File: config.mk
export PLATFORM = sky130hd
export DESIGN_NAME = hblank_mask_gen
export DESIGN_NICKNAME = d
export VERILOG_FILES = /design/src/rtl/hblank_pkg.sv /design/src/rtl/hb_line_counter.sv /design/src/rtl/hb_seq_select.sv /design/src/rtl/hb_window.sv /design/src/rtl/hb_clock_mask.sv /design/src/rtl/hblank_mask_gen.sv
export SDC_FILE = /design/constraint.sdc
export NUM_CORES = 1
export LEC_CHECK = 0
export BUFFER_PORTS_ARGS = -buffer_cell sky130_fd_sc_hd__buf_2
export CAP_MARGIN = 20
export CORE_MARGIN = 1
export CORE_UTILIZATION = 45
export DETAILED_ROUTE_END_ITERATION = 10
export PLACE_DENSITY = 0.81
export SYNTH_ARGS = -nofsm -noshare
export SYNTH_HDL_FRONTEND = slang
export SYNTH_SLANG_ARGS = --single-unit
File: constraint.sdc
create_clock -name clk -period 3.1 [get_ports clk]
set_input_delay 0.155 -clock clk [delete_from_list [all_inputs] [get_ports clk]]
set_output_delay 0.155 -clock clk [all_outputs]
set_load 0.005 [all_outputs]
File: src/rtl/hblank_pkg.sv
package hblank_pkg;

    localparam int HCLK_N      = 4;
    localparam int DEF_POS_W   = 8;
    localparam int DEF_NUM_SEQ = 4;

    // Per-cycle decision of the window logic
    typedef struct packed {
        logic hit_start;
        logic hit_end;
        logic degenerate;
    } win_hits_t;

    // Parked level of the horizontal clocks: odd clocks take ~pol, even take pol
    function automatic logic [HCLK_N-1:0] park_levels(input logic pol);
        logic [HCLK_N-1:0] v;
        for (int i = 0; i < HCLK_N; i++) begin
            v[i] = (i % 2 == 0) ? ~pol : pol;
        end
        return v;
    endfunction

endpackage

File: src/rtl/hb_line_counter.sv
module hb_line_counter #(
    parameter int PW = hblank_pkg::DEF_POS_W
) (
    input  logic          clk,
    input  logic          rst,
    input  logic          line_sync,
    output logic          line_start,
    output logic [PW-1:0] cnt
);
    localparam logic [PW-1:0] CNT_MAX = {PW{1'b1}};

    logic sync_q;

    assign line_start = line_sync & ~sync_q;

    always_ff @(posedge clk) begin
        if (rst) begin
            sync_q <= 1'b0;
            cnt    <= '0;
        end else begin
            sync_q <= line_sync;
            if (line_start)
                cnt <= '0;
            else if (cnt != CNT_MAX)
                cnt <= cnt + 1'b1;
        end
    end

    p_restart_r2: assert property (@(posedge clk) disable iff (rst)
        line_sync && !sync_q |=> cnt == '0);

    p_advance_r2: assert property (@(posedge clk) disable iff (rst)
        !line_start && cnt != CNT_MAX |=> cnt == $past(cnt) + 1'b1);

    p_saturate_r10: assert property (@(posedge clk) disable iff (rst)
        !line_start && cnt == CNT_MAX |=> cnt == CNT_MAX);

endmodule

File: src/rtl/hb_seq_select.sv
module hb_seq_select #(
    parameter int PW   = hblank_pkg::DEF_POS_W,
    parameter int NSEQ = hblank_pkg::DEF_NUM_SEQ,
    localparam int SELW = (NSEQ > 1) ? $clog2(NSEQ) : 1
) (
    input  logic                     clk,
    input  logic                     rst,
    input  logic                     line_start,
    input  logic [SELW-1:0]          seq_sel,
    input  logic [NSEQ-1:0][PW-1:0]  tog_start,
    input  logic [NSEQ-1:0][PW-1:0]  tog_end,
    output logic [PW-1:0]            cur_start,
    output logic [PW-1:0]            cur_end
);
    logic [SELW-1:0] sel_q;

    always_ff @(posedge clk) begin
        if (rst)
            sel_q <= '0;
        else if (line_start)
            sel_q <= seq_sel;
    end

    // Out-of-range select values fall back to sequence 0
    always_comb begin
        cur_start = tog_start[0];
        cur_end   = tog_end[0];
        for (int s = 0; s < NSEQ; s++) begin
            if (sel_q == SELW'(s)) begin
                cur_start = tog_start[s];
                cur_end   = tog_end[s];
            end
        end
    end

    p_sel_hold_r6: assert property (@(posedge clk) disable iff (rst)
        !line_start |=> $stable(sel_q));

    p_sel_load_r6: assert property (@(posedge clk) disable iff (rst)
        line_start |=> sel_q == $past(seq_sel));

endmodule

File: src/rtl/hb_window.sv
module hb_window #(
    parameter int PW = hblank_pkg::DEF_POS_W
) (
    input  logic          clk,
    input  logic          rst,
    input  logic          line_start,
    input  logic [PW-1:0] cnt,
    input  logic [PW-1:0] cur_start,
    input  logic [PW-1:0] cur_end,
    output logic          blank
);
    import hblank_pkg::*;

    win_hits_t hits;
    logic      open_q;

    always_comb begin
        hits.hit_start  = (cnt == cur_start);
        hits.hit_end    = (cnt == cur_end);
        hits.degenerate = (cur_start == cur_end);
        blank = (hits.hit_start && !hits.degenerate) ||
                (open_q && !hits.hit_end);
    end

    always_ff @(posedge clk) begin
        if (rst || line_start)
            open_q <= 1'b0;
        else
            open_q <= blank;
    end

    p_start_r3: assert property (@(posedge clk) disable iff (rst)
        cnt == cur_start && cur_start != cur_end |-> blank);

    p_end_r3: assert property (@(posedge clk) disable iff (rst)
        cnt == cur_end |-> !blank);

    p_nopulse_r4: assert property (@(posedge clk) disable iff (rst)
        cur_start == cur_end && !open_q |-> !blank);

    p_line_clear_r11: assert property (@(posedge clk) disable iff (rst)
        line_start |=> !open_q);

endmodule

File: src/rtl/hb_clock_mask.sv
module hb_clock_mask (
    input  logic                          clk,
    input  logic                          rst,
    input  logic                          blank,
    input  logic                          pol,
    input  logic [hblank_pkg::HCLK_N-1:0] hclk_in,
    output logic [hblank_pkg::HCLK_N-1:0] hclk_out
);
    import hblank_pkg::*;

    logic [HCLK_N-1:0] parked;

    assign parked = park_levels(pol);

    for (genvar i = 0; i < HCLK_N; i++) begin : g_lane
        assign hclk_out[i] = blank ? parked[i] : hclk_in[i];
    end

    p_pass_r9: assert property (@(posedge clk) disable iff (rst)
        !blank |-> hclk_out == hclk_in);

    p_pol_high_r7: assert property (@(posedge clk) disable iff (rst)
        blank && pol |-> hclk_out == 4'b1010);

    p_pol_low_r8: assert property (@(posedge clk) disable iff (rst)
        blank && !pol |-> hclk_out == 4'b0101);

    p_pairs_r8: assert property (@(posedge clk) disable iff (rst)
        blank |-> (hclk_out[0] != hclk_out[1]) && (hclk_out[2] != hclk_out[3]));

endmodule

File: src/rtl/hblank_mask_gen.sv
module hblank_mask_gen #(
    parameter int PW   = hblank_pkg::DEF_POS_W,
    parameter int NSEQ = hblank_pkg::DEF_NUM_SEQ,
    localparam int SELW = (NSEQ > 1) ? $clog2(NSEQ) : 1
) (
    input  logic                    clk,
    input  logic                    rst,
    input  logic                    line_sync_i,
    input  logic [SELW-1:0]         seq_sel_i,
    input  logic [NSEQ-1:0][PW-1:0] tog_start_i,
    input  logic [NSEQ-1:0][PW-1:0] tog_end_i,
    input  logic                    mask_pol_i,
    input  logic [3:0]              hclk_i,
    output logic                    blank_o,
    output logic [3:0]              hclk_o
);
    logic          line_start;
    logic [PW-1:0] cnt;
    logic [PW-1:0] cur_start;
    logic [PW-1:0] cur_end;

    hb_line_counter #(.PW(PW)) u_cnt (
        .clk        (clk),
        .rst        (rst),
        .line_sync  (line_sync_i),
        .line_start (line_start),
        .cnt        (cnt)
    );

    hb_seq_select #(.PW(PW), .NSEQ(NSEQ)) u_sel (
        .clk        (clk),
        .rst        (rst),
        .line_start (line_start),
        .seq_sel    (seq_sel_i),
        .tog_start  (tog_start_i),
        .tog_end    (tog_end_i),
        .cur_start  (cur_start),
        .cur_end    (cur_end)
    );

    hb_window #(.PW(PW)) u_win (
        .clk        (clk),
        .rst        (rst),
        .line_start (line_start),
        .cnt        (cnt),
        .cur_start  (cur_start),
        .cur_end    (cur_end),
        .blank      (blank_o)
    );

    hb_clock_mask u_mask (
        .clk      (clk),
        .rst      (rst),
        .blank    (blank_o),
        .pol      (mask_pol_i),
        .hclk_in  (hclk_i),
        .hclk_out (hclk_o)
    );

endmodule

==> results.toml <==
[placed_design]
dpl.hpwl_mm = 3.12
numPortBuffers = 78
place.gp.congestion = 0.837

[logic_synthesis]
synthSimpleGateAreaFrac_pct = 13.6
synth_top_family_by_area = "multiplexers"
synthAdderAreaFrac_pct = 0.842
synth_area_per_cell_um2 = 9.84
yosysWarnings = 0
seq_area_frac_synth_pct = 16.2
syn_nets = 226
synth_xor_area_share_pct = 28.3
postSynthCellCount = 151
synth_compound_area_share_pct = 4.30
synthMuxAreaShare_pct = 33.0
synth_cell_types = 27
synth_seq_cells = 12
synth_area_um2 = 1490

[clock_network]
clk_pin_slew_ps = 70
cts_root_buf = "clkbuf_4"
cts_buffer_depth = 2
ctsHoldBuffers = 0
clk_latency_ps = 280
cts_buffers = 3
cts_tree = "done"
clock-sinks = 12
h-tree-depth = 1
cts_setup_buffers = 0
cts_resized = 0

[sta]
rsz0062_at_grt = "false"
worst_hold_slack_ps = 80.5
setup_viol = 0
min_period_over_period_pct = 94.1
max_freq_ghz = 0.343
relSlewSlack_pct = 74.8
finalHoldViolCount = 0
slew_viol_final = 0
tightest_slew_ps = 378
tns_ps = 0
skew_ps = 3.44
post-route-min-period_ps = 2920

[worst_setup_path]
critPathArrivalTime_ps = 2760
critical_path_class = "reg2out"
critical_path.cell_chain = "buf_12 -> mux4_2 -> xnor2_1 -> nand4_1 -> o31ai_4 -> mux2_1 -> buf_2"
worstSetupEndpointType = "primary output"
start_kind = "flip-flop"
crit_buf_inv = 2
critPathRequiredTime_ps = 2940
critical-path-slowest-cell = "mux4_2"
crit_path_max_incr_delay_ps = 520
critPathTopFamily = "multiplexers"
critPathMaxFanout = 18
rrSetupSlack_ps = 880

[global_route]
track_usage_pct = 22.7
use_met3_pct = 0.873
top_usage_layer = "met2"
grt_overflow = 0
groute.layer.met2.usage_pct = 42.7
grt_max_degree = 22
use_met1_pct = 27.8
antenna_found_initial = 0
grt_pass1_vias = 1423
grt_pass1_wl_mm = 6.08

[floorplan]
start_util_pct = 47.9
die_area_um2 = 3530
die_w_um = 59.5
coreArea_um2 = 3100
die_h_um = 59.5
fp-row-count = 20
io_pins = 79

[finish]
final_common_cell = "buf_2"
seqCellArea_um2 = 240
final_cell_mix = "buf_2, xnor2_1, mux4_2"
antenna_cells = 0
fin_nets = 302
multi_input_area_um2 = 1190
fill_cells = 294
area_growth_pct = 30.3
drive_gt1_share_pct = 44.4

[routing]
wl_mm = 3.62
ant_nets = 0
drt_iter0_markers = 45
drc = 0
wl_per_cell_um = 13.4
routed-via-count = 1413
viasPerCell = 5.25
firstDrtPassIters = 4

[power]
leakage_nw = 0.748
cellPowerDensity_nw_per_um2 = 249
peakVddDrop_uv = 113

[run]
max-cap-violations = 0

[min_path]
hold_path_class = "in2reg"

[outcome]
outcome = "complete, no violations"
[final timing paths]
path,cells after the start,end,from
setup / recovery,7,hclk_o[1],u_sel.sel_q[0]
hold / removal,2,u_sel.sel_q[0],rst
setup reg to reg,6,u_win.open_q,u_sel.sel_q[0]
hold reg to reg,2,u_cnt.cnt[2],u_cnt.cnt[2]
[per-stage QoR]
step	worst slack (ps)	total power [mW]	instances	instance area (um^2)	util, %
final	184	0.483	269	1940	62.4
after global routing	1.18	0.510	269	1940	62.4
after CTS	158	0.486	269	1940	62.4
after detailed placement	474	0.392	266	1910	61.7
after global placement	517	0.387	266	1910	61.7
after floorplan	797	0.309	151	1490	-
[report_power, final]
group          switching [mW]  internal, mW
clock                  0.0500        0.0451
sequential            0.00728         0.158
combinational          0.0936         0.129
total                   0.151         0.332
[cells in the mapped netlist]
cell type	count	area, um^2
xnor2_1	41	359
mux4_2	15	338
mux2i_1	13	130
nor2_1	13	48.8
dfxtp_1	12	240
nand4_1	11	68.8
xor2_1	7	61.3
a21oi_1	4	20.0
clkbuf_1	4	15.0
nor3_1	4	20.0
buf_2	3	15.0
inv_1	3	11.3
nor2b_1	3	18.8
a31oi_1	2	12.5
mux2_1	2	22.5
nand2_1	2	7.51
nand3_1	2	10.0
and3_1	1	6.26
buf_1	1	3.75
buf_6	1	11.3
ha_1	1	12.5
nor3b_1	1	7.51
o21ai_0	1	5.00
o21ai_1	1	5.00
o31ai_4	1	21.3
or2_2	1	6.26
or4_1	1	7.51
[worst reg2reg max path: cells and delay by family, from the launching register on]
family | cells | cell delay [ps]
AND/OR/NAND/NOR | 2 | 330
AO/OA/AOI/OAI | 1 | 440
multiplexers | 1 | 530
buffers and inverters | 1 | 220
flip-flops | 1 | 500
XOR/XNOR | 1 | 150
[area by class of cell]
cell class                 instances  share of cell area (%)
multi-input combinational        127                    61.4
timing repair buffer              80                    21.6
sequential                        12                    12.4
tap                               44                    2.84
clock buffer                       3                    1.16
inverter                           3                   0.582
[sequential cells by signal, indices dropped and copies added, names as in the netlist]
register      flops
u_cnt.cnt         8
u_sel.sel_q       2
u_cnt.sync_q      1
u_win.open_q      1
[layer usage]
layer	up-vias	share of wire (%)	wire length (um)
li1	699	-	-
met1	681	42	1520
met2	30	55	2000
met3	3	2.0	72
met4	0	0.75	27
met5	-	0	0
[cells by family (layout without fill, tap and decap cells)]
family / count (synthesis) / in the layout
buf+inv: 12 / 86
flops: 12 / 12
mux: 30 / 30
fa+ha+maj: 1 / 1
simple gates: 39 / 39
compound gates: 9 / 9
xor+xnor: 48 / 48
(Power assumes the default switching activity.)
